`src/rtl/tri_dispatch_pkg.sv`:
```
package tri_dispatch_pkg;

    localparam int NUM_ENG = 2;

    typedef enum logic [1:0] {
        SRC_NONE = 2'd0,
        SRC_HOST = 2'd1,
        SRC_ENG0 = 2'd2,
        SRC_ENG1 = 2'd3
    } src_e;

    function automatic int unsigned nz(input int unsigned v);
        return (v == 0) ? 1 : v;
    endfunction

endpackage

```
`src/rtl/tri_cfg.sv`:
```
module tri_cfg
    import tri_dispatch_pkg::*;
#(
    parameter int VSW          = 4,
    parameter int NVW          = 2,
    parameter int DEF_VSIZE    = 8,
    parameter int DEF_FIRST_NV = 3,
    parameter int DEF_NEXT_NV  = 3
) (
    input  logic               clk,
    input  logic               rst,
    input  logic               load,
    input  logic [VSW-1:0]     vsize_in,
    input  logic [NVW-1:0]     first_nv_in,
    input  logic [NVW-1:0]     next_nv_in,
    output logic [VSW-1:0]     vsize_o,
    output logic [VSW+NVW-1:0] first_words_o,
    output logic [VSW+NVW-1:0] next_words_o
);
    localparam int CW = VSW + NVW;
    localparam int RST_VS = DEF_VSIZE;
    localparam int RST_FW = DEF_VSIZE * DEF_FIRST_NV;
    localparam int RST_NW = DEF_VSIZE * DEF_NEXT_NV;

    always_ff @(posedge clk) begin
        if (rst) begin
            vsize_o       <= VSW'(RST_VS);
            first_words_o <= CW'(RST_FW);
            next_words_o  <= CW'(RST_NW);
        end else if (load) begin
            vsize_o       <= VSW'(nz(int'(vsize_in)));
            first_words_o <= CW'(nz(int'(vsize_in)) * nz(int'(first_nv_in)));
            next_words_o  <= CW'(nz(int'(vsize_in)) * nz(int'(next_nv_in)));
        end
    end
endmodule

```
`src/rtl/vtx_splitter.sv`:
```
module vtx_splitter
    import tri_dispatch_pkg::*;
#(
    parameter int DW  = 32,
    parameter int VSW = 4,
    parameter int CW  = 6
) (
    input  logic               clk,
    input  logic               rst,
    input  logic               restart,
    input  logic [VSW-1:0]     vsize,
    input  logic [CW-1:0]      first_words,
    input  logic [CW-1:0]      next_words,
    input  logic               in_valid,
    input  logic [DW-1:0]      in_data,
    output logic               in_ready,
    output logic [NUM_ENG-1:0] eng_valid,
    output logic [DW-1:0]      eng_data,
    output logic               eng_vend,
    output logic               eng_tend,
    input  logic [NUM_ENG-1:0] eng_ready
);
    localparam int EW = (NUM_ENG > 1) ? $clog2(NUM_ENG) : 1;

    logic [EW-1:0]  tgt;
    logic [CW-1:0]  wcnt;
    logic [VSW-1:0] vcnt;
    logic           first_tri;
    logic [CW-1:0]  tri_words;
    logic           fire;

    assign tri_words = first_tri ? first_words : next_words;
    assign eng_tend  = (wcnt == tri_words - CW'(1));
    assign eng_vend  = (vcnt == vsize - VSW'(1));
    assign eng_data  = in_data;
    assign in_ready  = !restart && eng_ready[tgt];
    assign fire      = in_valid && in_ready;

    for (genvar e = 0; e < NUM_ENG; e++) begin : g_route
        assign eng_valid[e] = in_valid && !restart && (tgt == EW'(e));
    end

    always_ff @(posedge clk) begin
        if (rst || restart) begin
            tgt       <= '0;
            wcnt      <= '0;
            vcnt      <= '0;
            first_tri <= 1'b1;
        end else if (fire) begin
            if (eng_tend) begin
                wcnt      <= '0;
                vcnt      <= '0;
                first_tri <= 1'b0;
                tgt       <= (tgt == EW'(NUM_ENG - 1)) ? '0 : tgt + EW'(1);
            end else begin
                wcnt <= wcnt + CW'(1);
                vcnt <= eng_vend ? '0 : vcnt + VSW'(1);
            end
        end
    end
endmodule

```
`src/rtl/out_merger.sv`:
```
module out_merger
    import tri_dispatch_pkg::*;
#(
    parameter int DW = 32
) (
    input  logic               clk,
    input  logic               rst,
    input  logic               restart,
    input  logic               host_valid,
    input  logic [DW-1:0]      host_data,
    input  logic               host_last,
    output logic               host_ready,
    input  logic [NUM_ENG-1:0] res_valid,
    input  logic [DW-1:0]      res_data [NUM_ENG],
    input  logic [NUM_ENG-1:0] res_last,
    output logic [NUM_ENG-1:0] res_ready,
    output logic               out_valid,
    output logic [DW-1:0]      out_data,
    output logic               out_last,
    output logic [1:0]         out_src,
    input  logic               out_ready
);
    logic busy;
    src_e bsrc;
    logic expect_eng;
    src_e sel;
    logic sel_is_eng;
    logic sel_idx;
    logic fire;

    always_comb begin
        if (busy)                  sel = bsrc;
        else if (host_valid)       sel = SRC_HOST;
        else if (res_valid[expect_eng]) sel = expect_eng ? SRC_ENG1 : SRC_ENG0;
        else                       sel = SRC_NONE;
    end

    assign sel_is_eng = (sel == SRC_ENG0) || (sel == SRC_ENG1);
    assign sel_idx    = (sel == SRC_ENG1);

    always_comb begin
        out_valid = 1'b0;
        out_data  = '0;
        out_last  = 1'b0;
        if (sel == SRC_HOST) begin
            out_valid = host_valid;
            out_data  = host_data;
            out_last  = host_last;
        end else if (sel_is_eng) begin
            out_valid = res_valid[sel_idx];
            out_data  = res_data[sel_idx];
            out_last  = res_last[sel_idx];
        end
    end

    assign out_src    = sel;
    assign host_ready = out_ready && (sel == SRC_HOST);
    for (genvar e = 0; e < NUM_ENG; e++) begin : g_rdy
        assign res_ready[e] = out_ready && sel_is_eng && (sel_idx == 1'(e));
    end

    assign fire = out_valid && out_ready;

    always_ff @(posedge clk) begin
        if (rst) begin
            busy       <= 1'b0;
            bsrc       <= SRC_NONE;
            expect_eng <= 1'b0;
        end else begin
            if (fire) begin
                busy <= !out_last;
                bsrc <= sel;
                if (out_last && sel_is_eng) expect_eng <= !expect_eng;
            end
            if (restart) expect_eng <= 1'b0;
        end
    end
endmodule

```
`src/rtl/tri_dispatch.sv`:
```
module tri_dispatch
    import tri_dispatch_pkg::*;
#(
    parameter int DATA_W       = 32,
    parameter int VSIZE_W      = 4,
    parameter int NV_W         = 2,
    parameter int DEF_VSIZE    = 8,
    parameter int DEF_FIRST_NV = 3,
    parameter int DEF_NEXT_NV  = 3
) (
    input  logic               clk,
    input  logic               rst,
    input  logic               cfg_load,
    input  logic [VSIZE_W-1:0] cfg_vsize,
    input  logic [NV_W-1:0]    cfg_first_nv,
    input  logic [NV_W-1:0]    cfg_next_nv,
    input  logic               vin_valid,
    input  logic [DATA_W-1:0]  vin_data,
    output logic               vin_ready,
    output logic               eng0_valid,
    output logic [DATA_W-1:0]  eng0_data,
    output logic               eng0_vend,
    output logic               eng0_tend,
    input  logic               eng0_ready,
    output logic               eng1_valid,
    output logic [DATA_W-1:0]  eng1_data,
    output logic               eng1_vend,
    output logic               eng1_tend,
    input  logic               eng1_ready,
    input  logic               res0_valid,
    input  logic [DATA_W-1:0]  res0_data,
    input  logic               res0_last,
    output logic               res0_ready,
    input  logic               res1_valid,
    input  logic [DATA_W-1:0]  res1_data,
    input  logic               res1_last,
    output logic               res1_ready,
    input  logic               host_valid,
    input  logic [DATA_W-1:0]  host_data,
    input  logic               host_last,
    output logic               host_ready,
    output logic               out_valid,
    output logic [DATA_W-1:0]  out_data,
    output logic               out_last,
    output logic [1:0]         out_src,
    input  logic               out_ready
);
    localparam int CW = VSIZE_W + NV_W;

    logic [VSIZE_W-1:0] vsize_q;
    logic [CW-1:0]      first_words_q;
    logic [CW-1:0]      next_words_q;
    logic [NUM_ENG-1:0] ev, er;
    logic [DATA_W-1:0]  ed;
    logic               evend, etend;
    logic [NUM_ENG-1:0] rv, rl, rr;
    logic [DATA_W-1:0]  rd [NUM_ENG];

    tri_cfg #(
        .VSW(VSIZE_W), .NVW(NV_W), .DEF_VSIZE(DEF_VSIZE),
        .DEF_FIRST_NV(DEF_FIRST_NV), .DEF_NEXT_NV(DEF_NEXT_NV)
    ) cfg_i (
        .clk(clk), .rst(rst), .load(cfg_load),
        .vsize_in(cfg_vsize), .first_nv_in(cfg_first_nv), .next_nv_in(cfg_next_nv),
        .vsize_o(vsize_q), .first_words_o(first_words_q), .next_words_o(next_words_q)
    );

    vtx_splitter #(.DW(DATA_W), .VSW(VSIZE_W), .CW(CW)) split_i (
        .clk(clk), .rst(rst), .restart(cfg_load),
        .vsize(vsize_q), .first_words(first_words_q), .next_words(next_words_q),
        .in_valid(vin_valid), .in_data(vin_data), .in_ready(vin_ready),
        .eng_valid(ev), .eng_data(ed), .eng_vend(evend), .eng_tend(etend),
        .eng_ready(er)
    );

    assign er         = {eng1_ready, eng0_ready};
    assign eng0_valid = ev[0];
    assign eng1_valid = ev[1];
    assign eng0_data  = ed;
    assign eng1_data  = ed;
    assign eng0_vend  = evend;
    assign eng1_vend  = evend;
    assign eng0_tend  = etend;
    assign eng1_tend  = etend;

    assign rv    = {res1_valid, res0_valid};
    assign rl    = {res1_last, res0_last};
    assign rd[0] = res0_data;
    assign rd[1] = res1_data;
    assign res0_ready = rr[0];
    assign res1_ready = rr[1];

    out_merger #(.DW(DATA_W)) merge_i (
        .clk(clk), .rst(rst), .restart(cfg_load),
        .host_valid(host_valid), .host_data(host_data), .host_last(host_last),
        .host_ready(host_ready),
        .res_valid(rv), .res_data(rd), .res_last(rl), .res_ready(rr),
        .out_valid(out_valid), .out_data(out_data), .out_last(out_last),
        .out_src(out_src), .out_ready(out_ready)
    );
endmodule

```
`config.mk`:
```
export PLATFORM = sky130hd
export DESIGN_NAME = tri_dispatch
export DESIGN_NICKNAME = d
export VERILOG_FILES = /design/src/rtl/tri_dispatch_pkg.sv /design/src/rtl/tri_cfg.sv /design/src/rtl/vtx_splitter.sv /design/src/rtl/out_merger.sv /design/src/rtl/tri_dispatch.sv
export SDC_FILE = /design/constraint.sdc
export NUM_CORES = 1
export LEC_CHECK = 0
export BUFFER_PORTS_ARGS = -buffer_cell sky130_fd_sc_hd__buf_2
export CAP_MARGIN = 20
export CORE_AREA = 2 2 99 101
export CTS_BUF_LIST = sky130_fd_sc_hd__clkbuf_4 sky130_fd_sc_hd__clkbuf_8
export DETAILED_ROUTE_END_ITERATION = 16
export DIE_AREA = 0 0 101 103
export PLACE_DENSITY = 0.78
export SKIP_LAST_GASP = 1
export SYNTH_ARGS = -nofsm -noshare
export SYNTH_HDL_FRONTEND = slang
export SYNTH_SLANG_ARGS = --single-unit
```
`constraint.sdc`:
```
create_clock -name clk -period 6.12 [get_ports clk]
set_input_delay 1.836 -clock clk [delete_from_list [all_inputs] [get_ports clk]]
set_output_delay 1.836 -clock clk [all_outputs]
set_load 0.03 [all_outputs]
```
## Yosys cells after proc, flatten, opt, wreduce, memory -nomap -nowiden

Cells that the tools add are included.
Widths: inputs -> output; s select.

| storage, ports and cells | value |
|---|---|
| output and inout bits | 110 |
| word-level logic and storage cells | 80 |
| bits in registers | 32 |
| input bits | 149 |

| operators by class | value |
|---|---|
| multiplexer cells | 29 |
| add/sub/neg operators | 5 |
| reductions and logical operators | 22 |
| multipliers | 2 |
| order comparisons | 4 |
| equal/unequal tests | 5 |
| bitwise operators | 3 |

Operators with widths:

| operator | count |
|---|---|
| $mux 32 | 5 |
| $mul 32x32->6 | 2 |
| $mux 1 | 14 |
| $mux 4 | 3 |
| $mux 6 | 2 |
| $logic_and 1x1->1 | 11 |
| $mux 2 | 5 |
| $add 6x1->6 const B | 1 |
| $eq 6x6->1 | 1 |
| $lt 1x2->1 const B | 3 |
| $sub 6x1->6 const B | 1 |
| $add 4x1->4 const B | 1 |
| $eq 2x2->1 const B | 2 |
| $eq 4x4->1 | 1 |
| $logic_not 2->1 | 2 |
| $logic_not 4->1 | 1 |
| $reduce_and 2->1 | 2 |
| $sub 4x1->4 const B | 1 |
| $logic_not 1->1 | 3 |
| $eq 2x1->1 const B | 1 |
| $ge 2x2->1 const B | 1 |
| $logic_or 1x1->1 | 2 |
| $not 1->1 | 2 |
| $not 1->2 | 1 |
| 2 further kinds | 2 |

## Depth between registers and ports, before layout

| depth | value |
|---|---|
| word-level depth | 12 |
| gate-level depth with buffers | 9 |
| depth with buffers taken out | 9 |

## By module

From an unflattened synthesis, not the netlist that was laid out.

| second synthesis, totals | value |
|---|---|
| cell total of the unflattened synthesis | 439 |
| area, all modules | 3529.6 um^2 |

By module, submodules not included:

| module | instances | seq. area each (um^2) | area an instance (um^2) | cells each |
|---|---|---|---|---|
| vtx_splitter | 1 | 240.2 | 1287.5 | 154 |
| out_merger | 1 | 80.1 | 1077.3 | 150 |
| tri_cfg | 1 | 320.3 | 909.6 | 101 |
| tri_dispatch | 1 | 0.0 | 255.2 | 34 |

## Worst setup path before layout

OpenSTA, ideal clock, no wires.

| path | value |
|---|---|
| kind | input-to-output |
| from | input res1_valid |
| to | output out_data[25] |
| arrival | 3521 ps |
| stages | 6 |
| data required time | 4284 ps |
| slack | 763 ps |
| path buffers | 1 |
| cell sequence | a21oi_1 > o21a_1 > inv_2 > buf_2 > mux2i_1 > o21ai_0 |

| on the way | value |
|---|---|
| longest elaborated chain between the ends | 12 |
| elaborated cells between the ends (all ways) | 15 |
| classes of those cells | eq/ne (3); mux (10); bitwise (1); reduce/logical (1) |

RTL lines:

| what | RTL line | RTL |
|---|---|---|
| from (decl) | tri_dispatch.sv:34 | `input logic res1_valid,` |
| $mux 1 (not written as such) * (2 in series) | out_merger.sv:34 | `else if (res_valid[expect_eng]) sel = expect_eng ? SRC_ENG1 : SRC_ENG0;` |
| $mux 2 * | out_merger.sv:34 |  |
| $mux 2 * | out_merger.sv:33 | `else if (host_valid) sel = SRC_HOST;` |
| $mux 2 * | out_merger.sv:32 | `if (busy) sel = bsrc;` |
| via out_src[0] | tri_dispatch.sv:45 | `output logic [1:0] out_src,` |
| $eq 2x2->1 | out_merger.sv:38, out_merger.sv:39 |  |
| $not 1->2 (not written as such) | out_merger.sv:51 | `out_data = res_data[sel_idx];` |
| $mux 32 (not written as such) (3 in series) | out_merger.sv:51 |  |
| $mux 32 | out_merger.sv:49 | `end else if (sel_is_eng) begin` |
| $mux 32 * | out_merger.sv:45 | `if (sel == SRC_HOST) begin` |
| to (decl) | tri_dispatch.sv:43 | `output logic [DATA_W-1:0] out_data,` |

Mark *: on every way through the listed nets, which the timed path passes. The rest lies on a longest branch. The select of a mux whose other input is x is not followed.

## Worst setup path in the final report

| path | value |
|---|---|
| from | input res1_valid |
| to | output out_data[2] |

| on the way | value |
|---|---|
| longest elaborated chain between the ends | 12 |
| elaborated cells between the ends (all ways) | 15 |
| classes of those cells | eq/ne (3); mux (10); bitwise (1); reduce/logical (1) |

RTL lines:

| what | RTL line |
|---|---|
| $mux 1 (not written as such) * (2 in series) | out_merger.sv:34 |
| $mux 2 * | out_merger.sv:34 |
| $mux 2 * | out_merger.sv:33 |
| $mux 2 * | out_merger.sv:32 |
| $eq 2x2->1 | out_merger.sv:38, out_merger.sv:39 |
| $not 1->2 (not written as such) | out_merger.sv:51 |
| $mux 32 (not written as such) (3 in series) | out_merger.sv:51 |
| $mux 32 | out_merger.sv:49 |
| $mux 32 * | out_merger.sv:45 |

Mark *: on every way between the ends. The rest lies on a longest branch, timed or not. The select of a mux whose other input is x is not followed.

==> results.txt <==
Run status: complete, no violations
CTS root buf: clkbuf_8
PD cells: 180 mW/mm^2
Cell accounting for the most synthesized area: dfxtp_1
Most numerous cell in the Yosys netlist: buf_4
Total leakage power: 0.00187 uW
Clock input transition at the sequential cells of the worst setup and hold paths: 0.07 ns
Total congestion overflow: 0
Startpoint type of the worst setup path: input port
Number of placed instances, taps included: 608
Port bufs: 162
Clock tree skew after final layout: 0.0104 ns
Via count of the first global-routing pass: 2,775
Share of the cycle needed by the critical path after routing: 0.917
Wire length reported by the detailed router: 9050 um
Clock tree from TritonCTS: done
Inserted Clock Buffers: 5
Worst relative slew slack: 0.313
Core outline area: 0.00946 mm^2
Critical path arrival: 3.78 ns
Wire length per cell after detailed routing: 14.7 um
Crit Path Max Fanout: 37
Antenna violations before repair: 0
Least setup slack across all paths after layout: 0.508 ns
Post-CTS setup buffer count: 0
Setup TNS: 0 ns
CTS-repair resized insts: 0
Net count of the mapped netlist: 575
Count of nets left with antenna violations after detail routing: 0
Delay of the slowest cell on the worst path: 0.69 ns
Flip-flop cell with the highest count after synthesis: dfxtp_1
GP Congestion: 0.884
Crit path cell chain: buf_2, a21oi_1, o21a_1, inv_2, mux2i_1, o21ai_0, buf_2
RSZ-0062 raised after global routing: no
Count of TritonRoute iterations in the first routing pass: 4
CP Data Required Time: 4.28 ns
Diodes inserted: 0
Final count of pins violating max slew: 0
Maximum number of pins on one net before global-route repair: 38
VDD IR max: 0.0847 mV
Top cells by area in the synthesized netlist: dfxtp_1 20%, buf_4 16%, mux2i_1 15%
Count of flip-flops with a built-in enable after synthesis: 0
Num rows: 36
Placed cell areas: 0.00357 mm^2
DPL Wire Length: 7590 um
Fin Hold WS: 0.484 ns
Startpoint-to-endpoint class of the critical path: in2out
Clock Tree Buf Depth: 2
Pin slew with the least headroom to its limit: 1.02 ns
Starting DRT DRC Count: 86
Final count of negative-setup-slack endpoints: 0
Max-Cap Viols: 0
Syn Area/Cell: 7.69 um^2
FF+latch count, synth: 32
Cell Area, Synth: 0.00318 mm^2
Type of the most critical hold path: reg2reg
Cell type of the slowest stage on the worst timing path: inv_2
Clk sink count: 32
Final Hold Fails: 0
Final-stage net count: 662
Setup slack, reg-to-reg: 3.80 ns
Critical Path Sink Type: output port
Clock Latency Late Sink: 0.29 ns
Hold Buf Count CTS: 0
Share of cells above drive strength 1: 0.367
Share of the yosys chip area belonging to registers: 0.201
Most frequent cell on the critical path: buf_2
Floorplan die width: 101 um
Yosys warning count: 0
Vias post-DR: 3,019
Count of non-filler cells in the finished layout: 616
Post-detailed-route via-to-cell ratio: 4.90
Portion of synthesized cell area occupied by the leading cell type: 0.201
Highest Clock Rate: 0.178 GHz
Global router's overall resource usage: 0.168
Setup slack after placement: 0.439 ns
First-pass GRT wire length: 13,600 um
Post-route cell area: 0.00367 mm^2
Number of H-tree levels: 2
DRC: 0
Die ar.: 0.0104 mm^2
Die outline height: 103 um
Initial core utilization: 0.337
Unique cell type count in the Yosys netlist: 44
Clock period minus final worst setup slack: 5.61 ns
Synthesis-to-finish area growth: 15.3%
Fill count: 985
Top-Level Pins: 259
Async SR Flop Fraction: 0
Gate count after technology mapping: 414
List of most frequent post-synthesis cells: 66 x buf_4, 52 x nand2_1, 47 x mux2i_1
stage by stage:
stage               utilization  total power [uW]
floorplan                     -               482
global placement          0.378               490
detailed placement        0.378               496
CTS                       0.388               668
global route              0.388               701
finish                    0.388               661
cell type report:
class / count / area, um^2 / area share
clock buffer: 7 / 90.1 / 0.0245
multi-input combinational: 290 / 1940 / 0.527
inverter: 9 / 36.3 / 0.00988
tap: 114 / 143 / 0.0388
timing repair buffer: 163 / 818 / 0.223
sequential: 32 / 641 / 0.174
clock inverter: 1 / 7.51 / 0.00204
where the power goes:
group	switching [uW]	total (uW)	leakage (uW)	internal, uW
Clock	76.3	172	0.0000479	95.7
Sequential	8.82	226	0.000261	217
Combinational	160	263	0.00156	103
flip-flops by register name (all words and copies together), names as in the netlist, 2 cells and up:
register             flops
split_i.vcnt             4
cfg_i.first_words_o      6
cfg_i.vsize_o            4
merge_i.bsrc             2
split_i.wcnt             6
cfg_i.next_words_o       6
cells in the final DEF, fill, tap and decap left out, types with 2 or more instances in the layout:
cell type	instances
xnor2_1	16
buf_2	162
dfxtp_1	32
nor2b_1	2
fa_1	2
nand3_1	5
clkbuf_8	6
inv_1	7
nand4_1	3
nand2_1	52
or2_2	6
mux2i_1	47
a31oi_1	2
o21ai_0	34
nor3_1	7
a211oi_1	2
and2_1	10
xor2_1	8
and3_1	6
nor2_1	30
nand2b_1	6
a21o_1	5
ha_1	10
a21oi_1	21
nor4_1	2
critical path: cells and delay by family:
| family | cells | cell delay [ns] |
|---|---|---|
| multiplexers | 1 | 0.45 |
| buffers and inverters | 3 | 0.99 |
| AO/OA/AOI/OAI | 3 | 0.48 |
logic make-up (layout without fill, tap and decap cells):
family | Yosys count | after routing | share of synthesized area
AO/OA/AOI/OAI | 72 | 72 | 0.138
adder cells (fa/ha/maj) | 12 | 12 | 0.0519
AND/OR/NAND/NOR | 134 | 134 | 0.200
buffers and inverters | 92 | 180 | 0.191
flip-flops | 32 | 32 | 0.201
multiplexers | 48 | 48 | 0.152
XOR/XNOR | 24 | 24 | 0.0660
final timing paths:
kind | to | start | cells past startpoint
hold / removal | cfg_i.next_words_o[5] | cfg_i.next_words_o[5] | 2
setup / recovery | out_data[2] | res1_valid | 7
setup reg to reg | split_i.wcnt[2] | split_i.first_tri | 7
hold reg to reg | cfg_i.next_words_o[5] | cfg_i.next_words_o[5] | 2
routing by layer:
metal,vias up,share of wire,global-route usage
met1,1367,0.41,0.200
met2,124,0.50,0.294
met4,0,0.010,0.0322
met5,-,0,0
met3,14,0.081,0.0590
li1,1514,-,-
Note: power is estimated with default switching activity, not from simulation.
